### config.mk
export PLATFORM = sky130hd
export DESIGN_NAME = tmr8_dual_cmp
export DESIGN_NICKNAME = d
export VERILOG_FILES = /design/src/rtl/tmr8_pkg.sv /design/src/rtl/tmr8_pin_edge.sv /design/src/rtl/tmr8_counter.sv /design/src/rtl/tmr8_cmp_chan.sv /design/src/rtl/tmr8_dual_cmp.sv
export SDC_FILE = /design/constraint.sdc
export NUM_CORES = 1
export LEC_CHECK = 0
export BUFFER_PORTS_ARGS = -buffer_cell sky130_fd_sc_hd__buf_4
export CAP_MARGIN = 20
export CORE_MARGIN = 3
export CORE_UTILIZATION = 25
export DETAILED_ROUTE_END_ITERATION = 12
export GPL_TIMING_DRIVEN = 0
export HOLD_SLACK_MARGIN = 0.06
export PLACE_DENSITY = 0.5
export SYNTH_ARGS = -nofsm -noshare
export SYNTH_HDL_FRONTEND = slang
export SYNTH_SLANG_ARGS = --single-unit
### constraint.sdc
create_clock -name clk_i -period 3.9 [get_ports clk_i]
set_input_delay 0.78 -clock clk_i [delete_from_list [all_inputs] [get_ports clk_i]]
set_output_delay 0.78 -clock clk_i [all_outputs]
set_load 0.03 [all_outputs]
### src/rtl/tmr8_pkg.sv
package tmr8_pkg;
  typedef enum logic [1:0] {
    CS_STOP     = 2'd0,
    CS_TICK     = 2'd1,
    CS_PIN_RISE = 2'd2,
    CS_PIN_FALL = 2'd3
  } clk_sel_e;

  localparam int unsigned FLG_OVF = 0;
endpackage

### src/rtl/tmr8_pin_edge.sv
module tmr8_pin_edge #(
  parameter int unsigned STAGES = 2
) (
  input  logic clk_i,
  input  logic rst_ni,
  input  logic pin_i,
  output logic rise_o,
  output logic fall_o
);
  logic [STAGES-1:0] sync_q;
  logic              last_q;

  always_ff @(posedge clk_i or negedge rst_ni) begin
    if (!rst_ni) begin
      sync_q <= '0;
      last_q <= 1'b0;
    end else begin
      sync_q <= {sync_q[STAGES-2:0], pin_i};
      last_q <= sync_q[STAGES-1];
    end
  end

  assign rise_o = sync_q[STAGES-1] & ~last_q;
  assign fall_o = ~sync_q[STAGES-1] & last_q;
endmodule

### src/rtl/tmr8_counter.sv
module tmr8_counter #(
  parameter int unsigned W = 8
) (
  input  logic         clk_i,
  input  logic         rst_ni,
  input  logic         wr_i,
  input  logic [W-1:0] wdata_i,
  input  logic         en_i,
  output logic [W-1:0] cnt_o,
  output logic         blk_o,
  output logic         adv_o
);
  logic [W-1:0] cnt_q;
  logic         blk_q;

  // load wins over a same-cycle count event; load arms the one-event block
  always_ff @(posedge clk_i or negedge rst_ni) begin
    if (!rst_ni) begin
      cnt_q <= '0;
      blk_q <= 1'b0;
    end else if (wr_i) begin
      cnt_q <= wdata_i;
      blk_q <= 1'b1;
    end else if (en_i) begin
      cnt_q <= cnt_q + 1'b1;
      blk_q <= 1'b0;
    end
  end

  assign cnt_o = cnt_q;
  assign blk_o = blk_q;
  assign adv_o = en_i & ~wr_i;
endmodule

### src/rtl/tmr8_cmp_chan.sv
module tmr8_cmp_chan #(
  parameter int unsigned W = 8
) (
  input  logic         clk_i,
  input  logic         rst_ni,
  input  logic         wr_i,
  input  logic [W-1:0] wdata_i,
  input  logic [W-1:0] cnt_i,
  input  logic         ok_i,
  output logic [W-1:0] cmp_o,
  output logic         hit_o,
  output logic         wave_o
);
  logic [W-1:0] cmp_q;
  logic         wave_q;

  always_ff @(posedge clk_i or negedge rst_ni) begin
    if (!rst_ni)   cmp_q <= '0;
    else if (wr_i) cmp_q <= wdata_i;
  end

  assign hit_o = ok_i & (cnt_i == cmp_q);

  always_ff @(posedge clk_i or negedge rst_ni) begin
    if (!rst_ni)    wave_q <= 1'b0;
    else if (hit_o) wave_q <= ~wave_q;
  end

  assign cmp_o  = cmp_q;
  assign wave_o = wave_q;
endmodule

### src/rtl/tmr8_dual_cmp.sv
module tmr8_dual_cmp
  import tmr8_pkg::*;
#(
  parameter int unsigned CNT_W       = 8,
  parameter int unsigned NUM_CMP     = 2,
  parameter int unsigned ADDR_W      = 3,
  parameter int unsigned SYNC_STAGES = 2
) (
  input  logic                clk_i,
  input  logic                rst_ni,
  input  logic [ADDR_W-1:0]   addr_i,
  input  logic                wr_en_i,
  input  logic [CNT_W-1:0]    wdata_i,
  output logic [CNT_W-1:0]    rdata_o,
  input  logic                tick_i,
  input  logic                ext_pin_i,
  input  logic                gie_i,
  input  logic [NUM_CMP:0]    ack_i,
  output logic [NUM_CMP:0]    irq_o,
  output logic [NUM_CMP-1:0]  wave_o
);
  localparam int unsigned NUM_SRC = NUM_CMP + 1;
  localparam logic [ADDR_W-1:0] A_CNT = ADDR_W'(0);
  localparam int unsigned       A_CMP0 = 1;
  localparam logic [ADDR_W-1:0] A_MSK = ADDR_W'(NUM_CMP + 1);
  localparam logic [ADDR_W-1:0] A_FLG = ADDR_W'(NUM_CMP + 2);
  localparam logic [ADDR_W-1:0] A_CTL = ADDR_W'(NUM_CMP + 3);

  logic               pin_rise, pin_fall;
  logic               cnt_en, cnt_wr, cnt_adv, cnt_blk, cmp_ok;
  logic [CNT_W-1:0]   cnt_val;
  logic [CNT_W-1:0]   cmp_val [NUM_CMP];
  logic [NUM_CMP-1:0] cmp_hit;
  logic [NUM_SRC-1:0] msk_q, flg_q, flg_set, flg_w1c;
  clk_sel_e           cs_q;

  tmr8_pin_edge #(.STAGES(SYNC_STAGES)) u_pin (
    .clk_i  (clk_i),
    .rst_ni (rst_ni),
    .pin_i  (ext_pin_i),
    .rise_o (pin_rise),
    .fall_o (pin_fall)
  );

  always_comb begin
    unique case (cs_q)
      CS_TICK:     cnt_en = tick_i;
      CS_PIN_RISE: cnt_en = pin_rise;
      CS_PIN_FALL: cnt_en = pin_fall;
      default:     cnt_en = 1'b0;
    endcase
  end

  assign cnt_wr = wr_en_i && (addr_i == A_CNT);

  tmr8_counter #(.W(CNT_W)) u_cnt (
    .clk_i   (clk_i),
    .rst_ni  (rst_ni),
    .wr_i    (cnt_wr),
    .wdata_i (wdata_i),
    .en_i    (cnt_en),
    .cnt_o   (cnt_val),
    .blk_o   (cnt_blk),
    .adv_o   (cnt_adv)
  );

  assign cmp_ok = cnt_adv & ~cnt_blk;

  for (genvar k = 0; k < NUM_CMP; k++) begin : g_cmp
    localparam logic [ADDR_W-1:0] A_K = ADDR_W'(A_CMP0 + k);
    tmr8_cmp_chan #(.W(CNT_W)) u_chan (
      .clk_i   (clk_i),
      .rst_ni  (rst_ni),
      .wr_i    (wr_en_i && (addr_i == A_K)),
      .wdata_i (wdata_i),
      .cnt_i   (cnt_val),
      .ok_i    (cmp_ok),
      .cmp_o   (cmp_val[k]),
      .hit_o   (cmp_hit[k]),
      .wave_o  (wave_o[k])
    );
  end

  always_ff @(posedge clk_i or negedge rst_ni) begin
    if (!rst_ni) begin
      msk_q <= '0;
      cs_q  <= CS_STOP;
    end else if (wr_en_i) begin
      if (addr_i == A_MSK) msk_q <= wdata_i[NUM_SRC-1:0];
      if (addr_i == A_CTL) cs_q  <= clk_sel_e'(wdata_i[1:0]);
    end
  end

  // overflow is not subject to the load block
  assign flg_set = {cmp_hit, cnt_adv && (cnt_val == '1)};
  assign flg_w1c = (wr_en_i && addr_i == A_FLG) ? wdata_i[NUM_SRC-1:0] : '0;

  always_ff @(posedge clk_i or negedge rst_ni) begin
    if (!rst_ni) flg_q <= '0;
    else         flg_q <= (flg_q & ~flg_w1c & ~ack_i) | flg_set;
  end

  assign irq_o = flg_q & msk_q & {NUM_SRC{gie_i}};

  always_comb begin
    rdata_o = '0;
    if (addr_i == A_CNT) rdata_o = cnt_val;
    for (int i = 0; i < NUM_CMP; i++)
      if (addr_i == ADDR_W'(A_CMP0 + i)) rdata_o = cmp_val[i];
    if (addr_i == A_MSK) rdata_o[NUM_SRC-1:0] = msk_q;
    if (addr_i == A_FLG) rdata_o[NUM_SRC-1:0] = flg_q;
    if (addr_i == A_CTL) rdata_o[1:0] = cs_q;
  end
endmodule

==> results.md <==
- Run status: finished, final reports clean
- Worst Path Buf+Inv: 2
- Max VDD drop: about 180 uV
- RSZ-0062 raised after global routing: no
- Total Die Area: a little under 10,000 um^2
- Fin worst setup slack: ~0.86 ns
- # DRC: 0
- # IOs: 33
- Post-Syn Nets: 230
- Slew margin rel.: between 40% and 50%
- Power Internal: between 0.0009 and 0.001 W
- DP HPWL: ~4000 um
- Port buffer count: 29
- CP top delay family: simple AND/OR/NAND/NOR gates
- Startpoint class of the critical path: input pin
- Static Leak: around 1.2 nW
- Final period utilization: 77.9%
- P per Cell Area: roughly 530 nW/um^2
- DIE HEIGHT: about 99 um
- Clock share of power: 23.7%
- Horiz. Die Dim: 99.4 um
- CTS max path bufs: 2
- H-Tree Depth: 2
- Top cell type by total area after synthesis: dfrtp_1
- Number of global-route vias before repair: about 1,600
- Post-synth top cells: dfrtp_1, nor2_1, mux2_1, xor2_1, nand2_1
- Share of cells above drive strength 1: 22.4%
- Postcts setup bufs: 0
- Initial antenna violation count: 0
- Wirelength per Cell: about 15 um
- Clk root buf: clkbuf_8
- Hold_buf cts: 0
- DRT antenna net count: 0
- Min cycle time layout: 3.04 ns
- Worst Hold Class: reg -> reg
- Setup CP Type: in -> out
- Yosys Warn Count: 0
- Row Count: 33
- First-pass GRT wire length: roughly 9000 um
- CTS tree: yes
- Avg Cell Area, Syn: about 10 um^2
- TritonCTS Buffers: 5
- Number of diodes: 0
- Detailed Routing Iterations Pass 1: 4
- Setup TNS Final: 0 ns
- Routed vias/inst: ~4.7
- Cell count after synthesis: about 210
- Finished Layout Cells: between 300 and 400
- Total Routing Usage GR: between 10% and 20%
- Max-capacitance violation count: 0
- Reg power frac: 41.2%
- Comb power frac: between 30% and 40%
- Drt initial violations: slightly below 80
- Sw Share: between 30% and 40%
- Crit-path slowest cell: nor2b_1
- Final hold vios: 0
- Number of enable flip-flop cells after synthesis: 0
- Max stage delay on crit path: 0.56 ns
- Final Skew: ~0.012 ns
- Synth Register Bits: 38
- GR Overflow Total: 0
- Post-CTS sizing: 0
- Final Wtd Congestion: approximately 0.75
- Final setup violation count: 0
- Register area share after synthesis: approximately 44%
- Via count: 1,652
- Critical path arrival: between 2 and 2.5 ns
- Largest net degree at the start of global routing: 39
- Achievable clock frequency: approximately 0.33 GHz
- Slew Viols, Final: 0
- Worst Tran Pin Value: about 0.8 ns
- Share of the synthesized area in the top cell type: a little over two fifths
- DP Cell Count: roughly 340
- Worst-path clk slew: about 0.07 ns
- Cell variety after synth: 44
- Initial core utilization: a little over a quarter
- Main synth FF type: dfrtp_1
- Area growth syn-to-layout: 21.0%
- Routed WL: between 5000 and 6000 um
- Cell Area, Synth: 2180 um^2
- Top cells by area, synth: dfrtp_1, mux2_1, xor2_1, mux2i_1, nor2_1
- Final nets: 266
- Critical path required time: 3.12 ns
- Clk Latency, worst-skew pair: approximately 0.29 ns
- Worst Path Max Fanout: 9
- DP Worst Slack: 0.852 ns
- P_sw: between 0.0004 and 0.0005 W
- Count leader, synth: dfrtp_1
- Clock sinks: 38
- Async S/R FF share, synth: 100%
- Core footprint: roughly 8300 um^2
- CP Capture Type: output pin
- Worst-path cell chain: buf_2, nor2b_1, a221oi_1, a21oi_1, a311oi_1, buf_4
## worst register-to-register path, delay by kind of cell (launching register included)
family / cells / cell delay, ns
XOR/XNOR: 2 / 0.32
AND/OR/NAND/NOR: 2 / 0.61
flip-flops: 1 / 0.36
buffers and inverters: 1 / 0.32
## cell type report
class                           count  area [um^2]
Clock buffer                        5         68.8
Sequential cell                    38          951
Timing Repair Buffer               29          218
Fill cell                         912         5700
Multi-Input combinational cell    152         1140
Tap cell                          105          131
Buffer                             14         70.1
Inverter                            5         18.8
Clock inverter                      3         40.0
## cell families (layout without fill, tap and decap cells)
kind of cell / after synthesis / count (layout) / share of synthesized area [%]
DFF: 38 / 38 / 43.6
AOI/OAI and AO/OA: 27 / 27 / 7.63
xor gates and xnor gates: 24 / 24 / 9.64
and+or+nand+nor: 70 / 70 / 18.4
buffers and inverters: 19 / 56 / 4.08
adders and majority gates: 1 / 1 / 0.574
muxes: 30 / 30 / 16.1
## metrics by stage
| step | area, um^2 | util (%) | total power, W | hold slack [ns] |
|---|---|---|---|---|
| 2_1_floorplan | 2180 | - | 0.000931 | 0.331 |
| 6_report | 2640 | 31.6 | 0.00140 | 0.348 |
| 4_1_cts | 2640 | 31.6 | 0.00142 | 0.354 |
| 3_3_place_gp | 2530 | 30.3 | 0.00107 | 0.336 |
| 5_1_grt | 2640 | 31.6 | 0.00151 | 0.363 |
| 3_5_place_dp | 2530 | 30.3 | 0.00108 | 0.339 |
## path summary, 6_finish.rpt
kind                            slack [ns]                     end  cells past startpoint       startpoint
worst max-delay path                  0.86              rdata_o[2]                      6        addr_i[0]
worst min-delay path                  0.35         u_pin.sync_q[1]                      0  u_pin.sync_q[0]
worst max register to register        2.19  g_cmp[0].u_chan.wave_o                      5   u_cnt.cnt_o[0]
worst min register to register        0.35         u_pin.sync_q[1]                      0  u_pin.sync_q[0]
max in group asynchronous             3.08         u_pin.sync_q[0]                      1           rst_ni
min in group asynchronous             0.44                msk_q[2]                      1           rst_ni
## cell usage in the layout (no fill, tap or decap), drive strengths merged, types with 3 or more instances in the layout
master   n
mux2i    8
mux2    20
and3     3
nand3    5
a31oi    4
clkbuf   9
o21ai    5
a21oi    9
nor4     4
xor2    18
nor2    19
dfrtp   38
inv      5
nand2   16
buf     39
xnor2    6
nand4    3
nand3b   4
## registers in the layout, indices dropped and copies added (netlist names)
register / cells
u_cnt.blk_o: 1
g_cmp.u_chan.wave_o: 2
cs_q: 2
msk_q: 3
flg_q: 3
u_pin.sync_q: 2
g_cmp.u_chan.cmp_o: 16
u_cnt.cnt_o: 8
u_pin.last_q: 1
## metal layers
metal / up-vias / track usage [%] / share of wire [%]
met5: - / 0 / 0
met2: 25 / 17.4 / 46
met4: 0 / 3.78 / 1.1
met3: 4 / 2.59 / 3.9
li1: 822 / - / -
met1: 801 / 16.8 / 49
## power by group through the flow
stage	combinational [W]	sequential (W)	clock (W)
6_report	0.000490	0.000576	0.000331
5_1_grt	0.000549	0.000591	0.000367
4_1_cts	0.000499	0.000576	0.000347
3_5_place_dp	0.000495	0.000584	0
3_3_place_gp	0.000491	0.000581	0
2_1_floorplan	0.000373	0.000558	0
No activity file was read; power rests on OpenSTA's default activity.
